$ cat config.mk
export PLATFORM = sky130hd
export DESIGN_NAME = wordser_mul
export DESIGN_NICKNAME = d
export VERILOG_FILES = /design/src/rtl/wsm_pkg.sv /design/src/rtl/wsm_seq.sv /design/src/rtl/wsm_mac.sv /design/src/rtl/wsm_ram.sv /design/src/rtl/wordser_mul.sv
export SDC_FILE = /design/constraint.sdc
export NUM_CORES = 1
export LEC_CHECK = 0
export BUFFER_PORTS_ARGS = -buffer_cell sky130_fd_sc_hd__buf_2
export CORE_ASPECT_RATIO = 1.1
export CORE_MARGIN = 2
export CORE_UTILIZATION = 40
export CTS_CLUSTER_DIAMETER = 30
export DETAILED_ROUTE_END_ITERATION = 8
export PLACE_DENSITY_LB_ADDON = 0.2
export SYNTH_ARGS = -nofsm -noshare
export SYNTH_HDL_FRONTEND = slang
export SYNTH_SLANG_ARGS = --single-unit
$ cat constraint.sdc
create_clock -name clk -period 17.11 [get_ports clk]
set_input_delay 2.5665 -clock clk [delete_from_list [all_inputs] [get_ports clk]]
set_output_delay 2.5665 -clock clk [all_outputs]
set_load 0.005 [all_outputs]
$ cat src/rtl/wsm_pkg.sv
package wsm_pkg;

    typedef enum logic [2:0] {
        ST_IDLE,
        ST_MAC,
        ST_TAIL_LO,
        ST_TAIL_HI,
        ST_FIN
    } wsm_state_e;

endpackage

$ cat src/rtl/wsm_seq.sv
// Product-scanning index sequencer: walks column k, word index ia rising,
// ib = k - ia, both kept inside the operand word range.
module wsm_seq #(
    parameter int NWORDS = 16,
    localparam int IDX_W = $clog2(NWORDS),
    localparam int COL_W = $clog2(2 * NWORDS)
) (
    input  logic             clk,
    input  logic             rst_n,
    input  logic             clear,
    input  logic             step,
    output logic [IDX_W-1:0] idx_a,
    output logic [IDX_W-1:0] idx_b,
    output logic [COL_W-1:0] col,
    output logic             col_first,
    output logic             col_last,
    output logic             all_last
);

    localparam int LAST_COL = 2 * NWORDS - 2;

    typedef struct packed {
        logic [COL_W-1:0] col;
        logic [IDX_W-1:0] ia;
    } seq_s;

    seq_s cur_q, cur_d;

    always_comb begin
        int c_now;
        int lo_now;
        int hi_now;
        int lo_nxt;
        c_now  = int'(cur_q.col);
        lo_now = (c_now >= NWORDS) ? c_now - NWORDS + 1 : 0;
        hi_now = (c_now >= NWORDS) ? NWORDS - 1 : c_now;
        lo_nxt = (c_now + 1 >= NWORDS) ? c_now + 2 - NWORDS : 0;

        col_first = (int'(cur_q.ia) == lo_now);
        col_last  = (int'(cur_q.ia) == hi_now);
        all_last  = col_last && (c_now == LAST_COL);
        idx_a     = cur_q.ia;
        idx_b     = IDX_W'(cur_q.col - COL_W'(cur_q.ia));
        col       = cur_q.col;

        cur_d = cur_q;
        if (clear) begin
            cur_d = '0;
        end else if (step) begin
            if (col_last) begin
                cur_d.col = cur_q.col + 1'b1;
                cur_d.ia  = IDX_W'(lo_nxt);
            end else begin
                cur_d.ia = cur_q.ia + 1'b1;
            end
        end
    end

    always_ff @(posedge clk or negedge rst_n) begin
        if (!rst_n) cur_q <= '0;
        else        cur_q <= cur_d;
    end

    // A column is entered either at word 0 of A or at the top word of B.
    AST_COL_ENTRY: assert property (@(posedge clk) disable iff (!rst_n)
        (step && col_first) |-> (idx_a == '0 || int'(idx_b) == NWORDS - 1));

endmodule

$ cat src/rtl/wsm_mac.sv
// Operand word multiplexers and the 16x16 multiply-accumulate unit.
module wsm_mac #(
    parameter int WORD_W = 16,
    parameter int NWORDS = 16,
    parameter int ACC_W  = 40,
    localparam int OP_W  = WORD_W * NWORDS,
    localparam int IDX_W = $clog2(NWORDS)
) (
    input  logic             clk,
    input  logic             rst_n,
    input  logic             clear,
    input  logic             en,
    input  logic             first,
    input  logic [OP_W-1:0]  a_all,
    input  logic [OP_W-1:0]  b_all,
    input  logic [IDX_W-1:0] ia,
    input  logic [IDX_W-1:0] ib,
    output logic [ACC_W-1:0] acc
);

    logic [WORD_W-1:0]   a_words [NWORDS];
    logic [WORD_W-1:0]   b_words [NWORDS];
    logic [WORD_W-1:0]   a_w, b_w;
    logic [2*WORD_W-1:0] prod;
    logic [ACC_W-1:0]    acc_q, acc_d;

    for (genvar g = 0; g < NWORDS; g++) begin : g_split
        assign a_words[g] = a_all[g*WORD_W +: WORD_W];
        assign b_words[g] = b_all[g*WORD_W +: WORD_W];
    end

    always_comb begin
        a_w   = a_words[ia];
        b_w   = b_words[ib];
        prod  = a_w * b_w;
        acc_d = acc_q;
        if (clear) begin
            acc_d = '0;
        end else if (en) begin
            // New column: carry what is left above the stored word.
            acc_d = ACC_W'(prod) + (first ? (acc_q >> WORD_W) : acc_q);
        end
    end

    always_ff @(posedge clk or negedge rst_n) begin
        if (!rst_n) acc_q <= '0;
        else        acc_q <= acc_d;
    end

    assign acc = acc_q;

    AST_ACC_HEADROOM: assert property (@(posedge clk) disable iff (!rst_n)
        !acc_q[ACC_W-1]);

endmodule

$ cat src/rtl/wsm_ram.sv
// Result word store: one write port, one registered read port.
module wsm_ram #(
    parameter int WORD_W = 16,
    parameter int DEPTH  = 32,
    localparam int AW    = $clog2(DEPTH)
) (
    input  logic              clk,
    input  logic              we,
    input  logic [AW-1:0]     waddr,
    input  logic [WORD_W-1:0] wdata,
    input  logic [AW-1:0]     raddr,
    output logic [WORD_W-1:0] rdata
);

    logic [WORD_W-1:0] mem_q [DEPTH];
    logic [WORD_W-1:0] rdata_q;

    always_ff @(posedge clk) begin
        if (we) mem_q[waddr] <= wdata;
        rdata_q <= mem_q[raddr];
    end

    assign rdata = rdata_q;

endmodule

$ cat src/rtl/wordser_mul.sv
module wordser_mul #(
    parameter int OP_W   = 256,
    parameter int WORD_W = 16,
    parameter int ACC_W  = 40
) (
    input  logic                                   clk,
    input  logic                                   rst_n,
    input  logic                                   hold,
    input  logic [OP_W-1:0]                        op_a,
    input  logic [OP_W-1:0]                        op_b,
    output logic                                   done,
    input  logic [$clog2(2*OP_W/WORD_W)-1:0]       rd_addr,
    output logic [WORD_W-1:0]                      rd_data
);
    import wsm_pkg::*;

    localparam int NWORDS    = OP_W / WORD_W;
    localparam int RES_WORDS = 2 * NWORDS;
    localparam int IDX_W     = $clog2(NWORDS);
    localparam int COL_W     = $clog2(2 * NWORDS);
    localparam int RES_AW    = $clog2(RES_WORDS);
    localparam int RUN_CYC   = NWORDS * NWORDS + 2;
    localparam int CNT_W     = $clog2(RUN_CYC + 2);

    typedef struct packed {
        wsm_state_e        st;
        logic              done;
        logic              wr_pend;
        logic [RES_AW-1:0] wr_idx;
    } ctl_s;

    ctl_s ctl_q, ctl_d;

    logic              seq_clear, seq_step, mac_clear, mac_en;
    logic [IDX_W-1:0]  idx_a, idx_b;
    logic [COL_W-1:0]  col;
    logic              col_first, col_last, all_last;
    logic [ACC_W-1:0]  acc;
    logic              wr_en;
    logic [RES_AW-1:0] wr_addr;
    logic [WORD_W-1:0] wr_data;

    wsm_seq #(.NWORDS(NWORDS)) u_seq (
        .clk       (clk),
        .rst_n     (rst_n),
        .clear     (seq_clear),
        .step      (seq_step),
        .idx_a     (idx_a),
        .idx_b     (idx_b),
        .col       (col),
        .col_first (col_first),
        .col_last  (col_last),
        .all_last  (all_last)
    );

    wsm_mac #(.WORD_W(WORD_W), .NWORDS(NWORDS), .ACC_W(ACC_W)) u_mac (
        .clk   (clk),
        .rst_n (rst_n),
        .clear (mac_clear),
        .en    (mac_en),
        .first (col_first),
        .a_all (op_a),
        .b_all (op_b),
        .ia    (idx_a),
        .ib    (idx_b),
        .acc   (acc)
    );

    wsm_ram #(.WORD_W(WORD_W), .DEPTH(RES_WORDS)) u_ram (
        .clk   (clk),
        .we    (wr_en),
        .waddr (wr_addr),
        .wdata (wr_data),
        .raddr (rd_addr),
        .rdata (rd_data)
    );

    always_comb begin
        ctl_d         = ctl_q;
        ctl_d.done    = 1'b0;
        ctl_d.wr_pend = 1'b0;
        seq_clear     = 1'b0;
        seq_step      = 1'b0;
        mac_clear     = 1'b0;
        mac_en        = 1'b0;

        // Finished column is written one cycle after its last product.
        wr_en   = ctl_q.wr_pend;
        wr_addr = ctl_q.wr_idx;
        wr_data = acc[WORD_W-1:0];

        unique case (ctl_q.st)
            ST_IDLE: begin
                seq_clear = 1'b1;
                mac_clear = 1'b1;
                if (!hold) ctl_d.st = ST_MAC;
            end
            ST_MAC: begin
                seq_step      = 1'b1;
                mac_en        = 1'b1;
                ctl_d.wr_pend = col_last;
                ctl_d.wr_idx  = RES_AW'(col);
                if (all_last) ctl_d.st = ST_TAIL_LO;
            end
            ST_TAIL_LO: begin
                ctl_d.st = ST_TAIL_HI;
            end
            ST_TAIL_HI: begin
                wr_en      = 1'b1;
                wr_addr    = RES_AW'(RES_WORDS - 1);
                wr_data    = acc[2*WORD_W-1:WORD_W];
                ctl_d.st   = ST_FIN;
                ctl_d.done = 1'b1;
            end
            ST_FIN: begin
                ctl_d.st = ST_FIN;
            end
            default: ctl_d.st = ST_IDLE;
        endcase

        if (hold) begin
            ctl_d.st      = ST_IDLE;
            ctl_d.done    = 1'b0;
            ctl_d.wr_pend = 1'b0;
        end
    end

    always_ff @(posedge clk or negedge rst_n) begin
        if (!rst_n) begin
            ctl_q.st      <= ST_IDLE;
            ctl_q.done    <= 1'b0;
            ctl_q.wr_pend <= 1'b0;
            ctl_q.wr_idx  <= '0;
        end else begin
            ctl_q <= ctl_d;
        end
    end

    assign done = ctl_q.done;

    // Cycles since leaving idle, used only by the run-length check.
    logic [CNT_W-1:0] run_cnt_q;
    always_ff @(posedge clk or negedge rst_n) begin
        if (!rst_n)                              run_cnt_q <= '0;
        else if (ctl_q.st == ST_IDLE)            run_cnt_q <= '0;
        else if (int'(run_cnt_q) < RUN_CYC + 1)  run_cnt_q <= run_cnt_q + 1'b1;
    end

    AST_HOLD_QUIET: assert property (@(posedge clk) disable iff (!rst_n)
        hold |=> !done);

    AST_DONE_SINGLE: assert property (@(posedge clk) disable iff (!rst_n)
        done |=> !done);

    AST_RUN_LENGTH: assert property (@(posedge clk) disable iff (!rst_n)
        done |-> (int'(run_cnt_q) == RUN_CYC));

    AST_TOP_FITS: assert property (@(posedge clk) disable iff (!rst_n)
        (ctl_q.st == ST_TAIL_HI) |-> ((acc >> (2*WORD_W)) == '0));

    AST_NO_LATE_WRITE: assert property (@(posedge clk) disable iff (!rst_n)
        wr_en |-> (ctl_q.st != ST_IDLE && ctl_q.st != ST_FIN));

endmodule

Word-level counts from Yosys, hierarchy flattened
Memories as Yosys holds them, arrays and structs flattened. A register that Yosys moved wholly into a read port is not among the register bits.
Index checks and enable logic that the tools add are counted.
Word-level totals
  bits in registers: 59
  bits in latches: 0
  memory bits (writable): 512
  memory bits (read-only): 0
  input bits: 520
  output and inout port bits: 17
  memories: 1
Memory list
  u_ram.mem_q: depth 32, width 16, read ports 1, clocked after Yosys merged registers in 1, write ports 1, line wsm_ram.sv:15  | logic [WORD_W-1:0] mem_q [DEPTH];
Operators by class
  add/subtract/negate cells: 9
  $mul: 1
  div/mod/pow operators: 0
  magnitude comparators: 4
  equality and inequality tests: 8
  shifts and indexed selects: 0
  multiplexer cells: 28
  bitwise logic cells: 2
  reductions and logical operators: 6
Operator list (number)
  binary-select mux 16 bit (select 4 bit): 2
  two-way mux 40 bit: 3
  two-way mux 16 bit: 5
  equality test 5 x 32 -> 1 bit: 2
  adder 32 x 40 -> 40 bit: 1
  adder 32 x 2 -> 32 bit, second input constant: 1
  greater-or-equal comparator 32 x 6 -> 1 bit, second input constant: 1
  multiplier 16 x 16 -> 32 bit: 1
  two-way mux 32 bit: 1
  two-way mux 5 bit: 4
  two-way mux 9 bit: 2
  greater-or-equal comparator 5 bit, second input constant: 3
  case mux 3 bit (4 select lines): 1
  inverter 4 -> 5 bit: 2
  two-way mux 4 bit: 2
  adder 5 x 1 -> 6 bit, second input constant: 1
  equality test 3 x 2 -> 1 bit, second input constant: 2
  two-way mux 1 bit: 6
  two-way mux 6 bit: 1
  subtractor 5 x 5 -> 6 bit, second input constant: 1
  adder 5 x 1 -> 5 bit, second input constant: 1
  equality test 5 x 2 -> 1 bit, second input constant: 1
  adder 4 x 1 -> 4 bit, second input constant: 1
  adder 4 x 2 -> 4 bit, second input constant: 1
  other kinds (11): 12

Logic depth before layout (Yosys ltp)
Gate-level depths: netlist (run 1).
  depth after elaboration: 9
  depth in mapped cells: 35
  depth with buffers taken out: 31

By module
Synthesis (run 1) repeated with hierarchy kept, for this count alone.
Unflattened totals
  cells, all modules: 2908
  area total of the unflattened synthesis: 37951.4 sq um
Modules (own cells, without submodules)
  wsm_ram: instances 1, cells an instance 1143, area each 20535.9 sq um
  wsm_mac: instances 1, cells an instance 1601, area each 15751.4 sq um
  wsm_seq: instances 1, cells an instance 110, area each 932.1 sq um
  wordser_mul: instances 1, cells an instance 54, area each 732.0 sq um

Worst setup path after synthesis (run 1)
OpenSTA, ideal clock, no wires.
  path kind: input to register
  start: in op_b[100]
  end: reg u_mac.acc_q[36], in the netlist u_mac.acc[36]
  library setup time: 0.080 ns
  arrival time: 9.256 ns
  data required time: 17.030 ns
  path slack: 7.774 ns
  cell stages on the path: 24
  path buffers: 1
  path through: mux4_2 mux2_2 a21oi_1 clkbuf_1 nor2b_1 fa_1 inv_1 fa_1 fa_1 inv_1 fa_1 fa_1 inv_1 fa_1 inv_1 ha_1 inv_2 nor4_2 a311oi_1 o311a_1 o31ai_4 a21oi_2 or4b_1 o211ai_2
On the way
  longest elaborated chain between the ends: 7
Ends and longest elaborated chain
  start: declaration: line wordser_mul.sv:10  | input logic [OP_W-1:0] op_b,
  binary-select mux 16 bit (select 4 bit): line wsm_mac.sv:34  | b_w = b_words[ib];
  two-way mux 16 bit (implied by the code) (2 in a row): line wsm_mac.sv:34
  multiplier 16 x 16 -> 32 bit: line wsm_mac.sv:35  | prod = a_w * b_w;
  adder 32 x 40 -> 40 bit: line wsm_mac.sv:41  | acc_d = ACC_W'(prod) + (first ? (acc_q >> WORD_W) : acc_q);
  two-way mux 40 bit: line wsm_mac.sv:39  | end else if (en) begin
  two-way mux 40 bit: line wsm_mac.sv:37  | if (clear) begin
  end signal: assignment: line wsm_mac.sv:46  | if (!rst_n) acc_q <= '0;
  end signal: assignment: line wsm_mac.sv:47  | else acc_q <= acc_d;
  end: declaration: line wsm_mac.sv:25  | logic [ACC_W-1:0] acc_q, acc_d;
Every way passes these cells. The select of a mux whose other input is x is not followed.
A chain may end at the register's enable or synchronous reset.

Worst setup path after layout (run 1)
  start: reg u_seq.cur_q (netlist bit u_seq.idx_a[0])
  end: reg u_mac.acc_q[39], in the netlist u_mac.acc[39]
On the way
  longest elaborated chain between the ends: 9
  elaborated cells between the ends (all ways): 15
Ends and longest elaborated chain
  start: declaration: line wsm_seq.sv:27  | seq_s cur_q, cur_d;
  start signal: assignment: line wsm_seq.sv:61  | else cur_q <= cur_d;
  subtractor 4 bit: line wsm_seq.sv:43  | idx_b = IDX_W'(cur_q.col - COL_W'(cur_q.ia));
  inverter 4 -> 5 bit (implied by the code): line wsm_mac.sv:34
  binary-select mux 16 bit (select 4 bit): line wsm_mac.sv:34
  two-way mux 16 bit (implied by the code) (2 in a row): line wsm_mac.sv:34
  multiplier 16 x 16 -> 32 bit: line wsm_mac.sv:35
  adder 32 x 40 -> 40 bit (*): line wsm_mac.sv:41
  two-way mux 40 bit (*): line wsm_mac.sv:39
  two-way mux 40 bit (*): line wsm_mac.sv:37
Mark *: on every way between the ends. The rest lies on a longest branch, timed or not. The select of a mux whose other input is x is not followed.

==> results_dict.tcl, run 1 <==
set metrics [dict create \
    grt_pass1_vias 26600 \
    async_flop_share 0.101 \
    rrSetupSlack_ps 7040 \
    hold_class "flop to flop" \
    critPathBufInv 7 \
    clk_pin_slew_ps 60 \
    final_cell_mix "buf_2 (534), edfxtp_1 (512), inv_1 (334)" \
    post-route-drc-count 0 \
    post_cts_buffers 0 \
    initial_utilization 0.405 \
    drive_above_1_share 0.357 \
    hold_viol 0 \
    fin_worst_skew_ps 44.5 \
    required_ps 17620 \
    ctsHtreeMaxLevel 3 \
    use_met1 0.310 \
    maxSlewViolCount 0 \
    ys_seq_area_frac 0.465 \
    post_drt_wl_per_cell_microns 27.9 \
    grt_max_degree 68 \
    num_io_pins 537 \
    die_h_microns 323 \
    synth_area_per_cell_sq_um 14.3 \
    synth_area_sq_mm 0.0369 \
    syn_nets 3455 \
    hold_buffers 0 \
    cp_num_cells 30 \
    ant_nets 0 \
    gp_congestion 1.05 \
    globalRouteMet2Util 0.479 \
    path_class "flop to flop" \
    core-area_sq_mm 0.0911 \
    clockBufferDepth 3 \
    area_delta_synth_final_pct 19.5 \
    synthDistinctLibCells 77 \
    die_w_microns 294 \
    drtPass1Iterations 5 \
    antenna_found_initial 29 \
    slew_headroom 0.165 \
    dp_hpwl_microns 95700 \
    reg2regPathDepth 30 \
    yosys_warnings 0 \
    cts_resized 0 \
    worst_slew_pin_slew_ps 1250 \
    hold_ws_ps 503 \
    period_needed_ps 10070 \
    synthCells 2586 \
    r2r-end "u_mac.acc[39]" \
    min-delay-start "u_mac.acc[32]" \
    numPortBuffers 536 \
    cts_tree "built" \
    rows 116 \
    critPathLaunchType "flop" \
    crit_arrival_ps 10590 \
    status "finished clean" \
    initialDrtViolationCount 1533 \
    dpl_cell_area_sq_mm 0.0411 \
    die_area_sq_mm 0.0947 \
    design_area_sq_mm 0.0441 \
    vias 24100 \
    grt-ovfl-total 0 \
    cp_slowest_cell "fa_4" \
    fin_crit_sh 0.589 \
    drv_cap 0 \
    grt_use_total 0.265 \
    fmaxAchievable_mhz 99.3 \
    synth_enable_flop_cells 512 \
    cp-end-kind "flop" \
    met3_usage 0.0335 \
    clk_latency_ps 640 \
    rsz0062_at_grt "false" \
    vias_per_cell 5.50 \
    cts_sinks 587 \
    busiest_layer "met2" \
    nets 3995 \
    final_common_cell "buf_2" \
    ys.flop_type "edfxtp_1" \
    grt_pass1_wl_microns 180000 \
    worstSetupEndpoint "u_mac.acc[39]" \
    cts-root-buf "clkbuf_16" \
    worstSetupStartpoint "u_seq.idx_a[0]" \
    r2r-start "u_seq.idx_a[0]" \
    ys_ff_latch 587 \
    crit_family "adder cells" \
    setup_viol 0 \
    worstPathMaxFanout 58 \
    cpPeakStageDelay_ps 920 \
    cts_made_buffers 84 \
    wirelength_microns 122000 \
    fin_setup_tns_ps 0 \
]
==> cell usage after synthesis, types with 2 or more instances <==
master,number,share of area
dfrtp_1,59,0.040
and3_1,7,0.0012
buf_1,21,0.0021
clkinv_1,2,0.00020
nand3_1,24,0.0033
dfxtp_1,16,0.0087
o21bai_1,4,0.00081
inv_2,2,0.00020
and2_1,34,0.0058
mux4_2,303,0.18
nor4_1,3,0.00051
o21ai_0,61,0.0083
xnor2_1,25,0.0059
or4_1,2,0.00041
a2111oi_0,2,0.00047
inv_1,334,0.034
mux2_2,35,0.011
o31ai_1,6,0.0012
or2_2,5,0.00085
clkbuf_1,85,0.0086
edfxtp_1,512,0.42
o211ai_1,3,0.00061
a21oi_1,57,0.0077
o21a_1,4,0.00081
xor2_1,13,0.0031
ha_1,122,0.041
a41o_1,2,0.00054
o22ai_1,4,0.00068
a31oi_1,8,0.0014
or3_1,3,0.00051
nor2_1,68,0.0069
buf_2,35,0.0047
nand2_1,257,0.026
a211oi_1,11,0.0022
mux2i_1,31,0.0084
nand4_1,9,0.0015
nand2b_1,46,0.0078
nor3_1,11,0.0015
a21o_1,14,0.0028
fa_1,227,0.12
nor2b_1,83,0.014
==> stage by stage <==
stage	util	cells	worst slack, ps
floorplan	-	2586	7770
global placement	0.451	4220	7140
detailed placement	0.451	4220	6980
CTS	0.484	4377	6970
global route	0.484	4382	6400
finish	0.484	4386	7040
==> cells by family (layout without fill, tap and decap cells) <==
| family | after synthesis | count (layout) | synth area share |
|---|---|---|---|
| AO/OA/AOI/OAI | 200 | 200 | 0.0339 |
| other | 0 | 9 | 0 |
| multiplexers | 369 | 369 | 0.204 |
| buffers and inverters | 481 | 1092 | 0.0503 |
| adder cells (fa/ha/maj) | 349 | 349 | 0.165 |
| XOR/XNOR | 38 | 38 | 0.00902 |
| flip-flops | 587 | 587 | 0.465 |
| AND/OR/NAND/NOR | 562 | 562 | 0.0728 |
==> sequential cells by signal, indices dropped and copies added, names as in the netlist <==
| signal | cells |
|---|---|
| u_seq.col | 5 |
| u_ram.mem_q | 512 |
| u_mac.acc | 40 |
| ctl_q | 9 |
| u_seq.idx_a | 4 |
| done | 1 |
| u_ram.rdata | 16 |
==> per-layer routing <==
| metal | wire length, microns | up-vias |
|---|---|---|
| met1 | 45800 | 12600 |
| li1 | - | 10500 |
| met3 | 5680 | 206 |
| met2 | 63900 | 852 |
| met5 | 23 | - |
| met4 | 6970 | 4 |
==> worst min path at each step <==
stage	cells after the start	endpoint	slack, ps
after floorplan	2	u_mac.acc[0]	460
after global placement	2	u_mac.acc[1]	480
after detailed placement	2	u_mac.acc[32]	490
after CTS	2	u_mac.acc[3]	500
after global routing	2	u_mac.acc[32]	520
final	2	u_mac.acc[32]	500
==> cell type report <==
| cell class | instances | area [sq um] |
|---|---|---|
| Sequential cell | 587 | 17200 |
| Fill cell | 7996 | 47000 |
| Inverter | 338 | 1270 |
| Antenna cell | 9 | 22.5 |
| Timing Repair Buffer | 597 | 3150 |
| Tap cell | 1180 | 1480 |
| Clock buffer | 90 | 2120 |
| Multi-Input combinational cell | 1518 | 18000 |
| Clock inverter | 67 | 872 |
==> worst min-delay path: stages, from the launching register on <==
cell and delay [ps]:
dfrtp_1 360, nand2_1 50, o21ai_0 60
Power of run 1 is left out: the tool's default activity adds up to more than one toggle a clock period on the data nets, which glitch-free logic cannot reach.
==> run 2, diff against run 1 <==
clock period = 9 ns   (was 17.11 ns; I/O delays follow)
==> run 2 against run 1 <==
Register-to-register slack lost 6800 ps. Critical path depth stayed put. Clock-buffer cell count increased by 7. Flip-flop and latch count stayed put. Critical endpoint unchanged. Cell area grew 1.4%. Critical path type unchanged. Via count is 0.12% higher. Sequential share of layout area decreased by 0.56 points.
==> results_dict.tcl, run 2 (synthesized netlist as in run 1, its figures left out) <==
set metrics [dict create \
    status "finished clean" \
    cp-end-kind "flop" \
    cts-root-buf "clkbuf_16" \
    initialDrtViolationCount 1565 \
    grt_use_total 0.261 \
    critPathBufInv 8 \
    nFillCells 7917 \
    crit_family "adder cells" \
    vias 24200 \
    r2r-start "u_seq.col[0]" \
    fin_crit_sh 0.973 \
    wirelength_microns 122000 \
    worstPathMaxFanout 15 \
    cp_num_cells 30 \
    maxSlewViolCount 0 \
    grt_pass1_vias 26500 \
    fmaxAchievable_mhz 114 \
    grt_pass1_wl_microns 179000 \
    crit_path_frequent_cell "fa_1" \
    ant_nets 0 \
    cp_slowest_cell "fa_4" \
    crit_arrival_ps 9250 \
    ctsHtreeMaxLevel 3 \
    reg2regPathDepth 30 \
    setup_viol 0 \
    initial_utilization 0.405 \
    grt-ovfl-total 0 \
    period_needed_ps 8760 \
    vias_per_cell 5.46 \
    post_drt_wl_per_cell_microns 27.5 \
    clk_pin_slew_ps 50 \
    final_common_cell "buf_2" \
    maxUsedRoutingLayer "met5" \
    core-area_sq_mm 0.0911 \
    r2r-end "u_mac.acc[39]" \
    die_h_microns 323 \
    grt_max_degree 83 \
    worstSetupStartpoint "u_seq.col[0]" \
    numPortBuffers 536 \
    slew_headroom 0.198 \
    area_delta_synth_final_pct 21.3 \
    critPathLaunchType "flop" \
    die_w_microns 294 \
    nets 4032 \
    num_io_pins 537 \
    hold_viol 0 \
    largest_register "u_ram.mem_q" \
    cts_sinks 587 \
    wl_met1_microns 44700 \
    cts_made_buffers 89 \
    worst_slew_pin_slew_ps 1200 \
    cts_tree "built" \
    die_area_sq_mm 0.0947 \
    drtPass1Iterations 5 \
    rows 116 \
    fin_ws_ps 239 \
    worstSetupEndpoint "u_mac.acc[39]" \
    largest_register_ffs 512 \
    clk_latency_ps 620 \
    drv_cap 0 \
    gp_congestion 1.00 \
    hold_buffers 0 \
    dp_slack_ps -22.9 \
    path_class "flop to flop" \
    fin_setup_tns_ps 0 \
    fin_worst_skew_ps 28.7 \
    final_cell_mix "buf_2 (535), edfxtp_1 (512), inv_1 (334)" \
    met3WireLength_microns 5640 \
    hold_class "flop to flop" \
    drive_above_1_share 0.369 \
    antenna_found_initial 20 \
    post-route-drc-count 0 \
    dp_hpwl_microns 95100 \
    rrSetupSlack_ps 240 \
    clockBufferDepth 3 \
    cpPeakStageDelay_ps 840 \
    required_ps 9480 \
    wl_met2_microns 65500 \
]
==> run 2: repair_timing <==
action / in CTS / in global routing
pin swaps: 0 / 2
endpoints found under the setup margin: 1 / 10
buffers inserted: 0 / 2
cloned: 0 / 1
resized for setup: 1 / 22
==> run 2: layout make-up <==
cell class	instances	area, sq um	share of cell area
multi-input combinational	1518	18100	0.404
sequential	587	17200	0.384
timing repair buffer	629	3530	0.0789
clock buffer	97	2300	0.0514
tap	1180	1480	0.0330
inverter	338	1270	0.0284
clock inverter	67	883	0.0197
antenna	11	27.5	0.000615
==> run 2: worst min path at each step <==
stage | startpoint | slack [ps] | cells past startpoint | endpoint
after floorplan | u_mac.acc[0] | 460 | 2 | u_mac.acc[0]
after global placement | u_mac.acc[0] | 470 | 2 | u_mac.acc[0]
after detailed placement | u_mac.acc[3] | 500 | 2 | u_mac.acc[3]
after CTS | u_mac.acc[8] | 510 | 2 | u_mac.acc[8]
after global routing | u_mac.acc[1] | 550 | 2 | u_mac.acc[1]
final | u_mac.acc[0] | 510 | 2 | u_mac.acc[0]
==> run 2: per-stage QoR <==
stage	hold WS, ps	util	area, sq um	instances
detailed placement	497	0.454	41400	4249
global placement	474	0.454	41400	4249
CTS	508	0.489	44600	4413
finish	512	0.491	44700	4427
floorplan	457	-	36900	2586
global route	547	0.491	44700	4423
==> run 2: worst reg2reg max path, delay by kind of cell, from the launching register on <==
kind                     cells  cell delay, ps
AO/OA/AOI/OAI                8            1620
adder cells (fa/ha/maj)      9            4240
buffers and inverters        8            1020
flip-flops                   1             370
multiplexers                 2             670
AND/OR/NAND/NOR              3             690
==> run 2: per-layer routing <==
metal	GRT usage	vias up
li1	-	10500
met1	0.304	12700
met2	0.483	774
met3	0.0311	159
met4	0.116	8
met5	0	-
Power of run 2 is left out for the same reason.
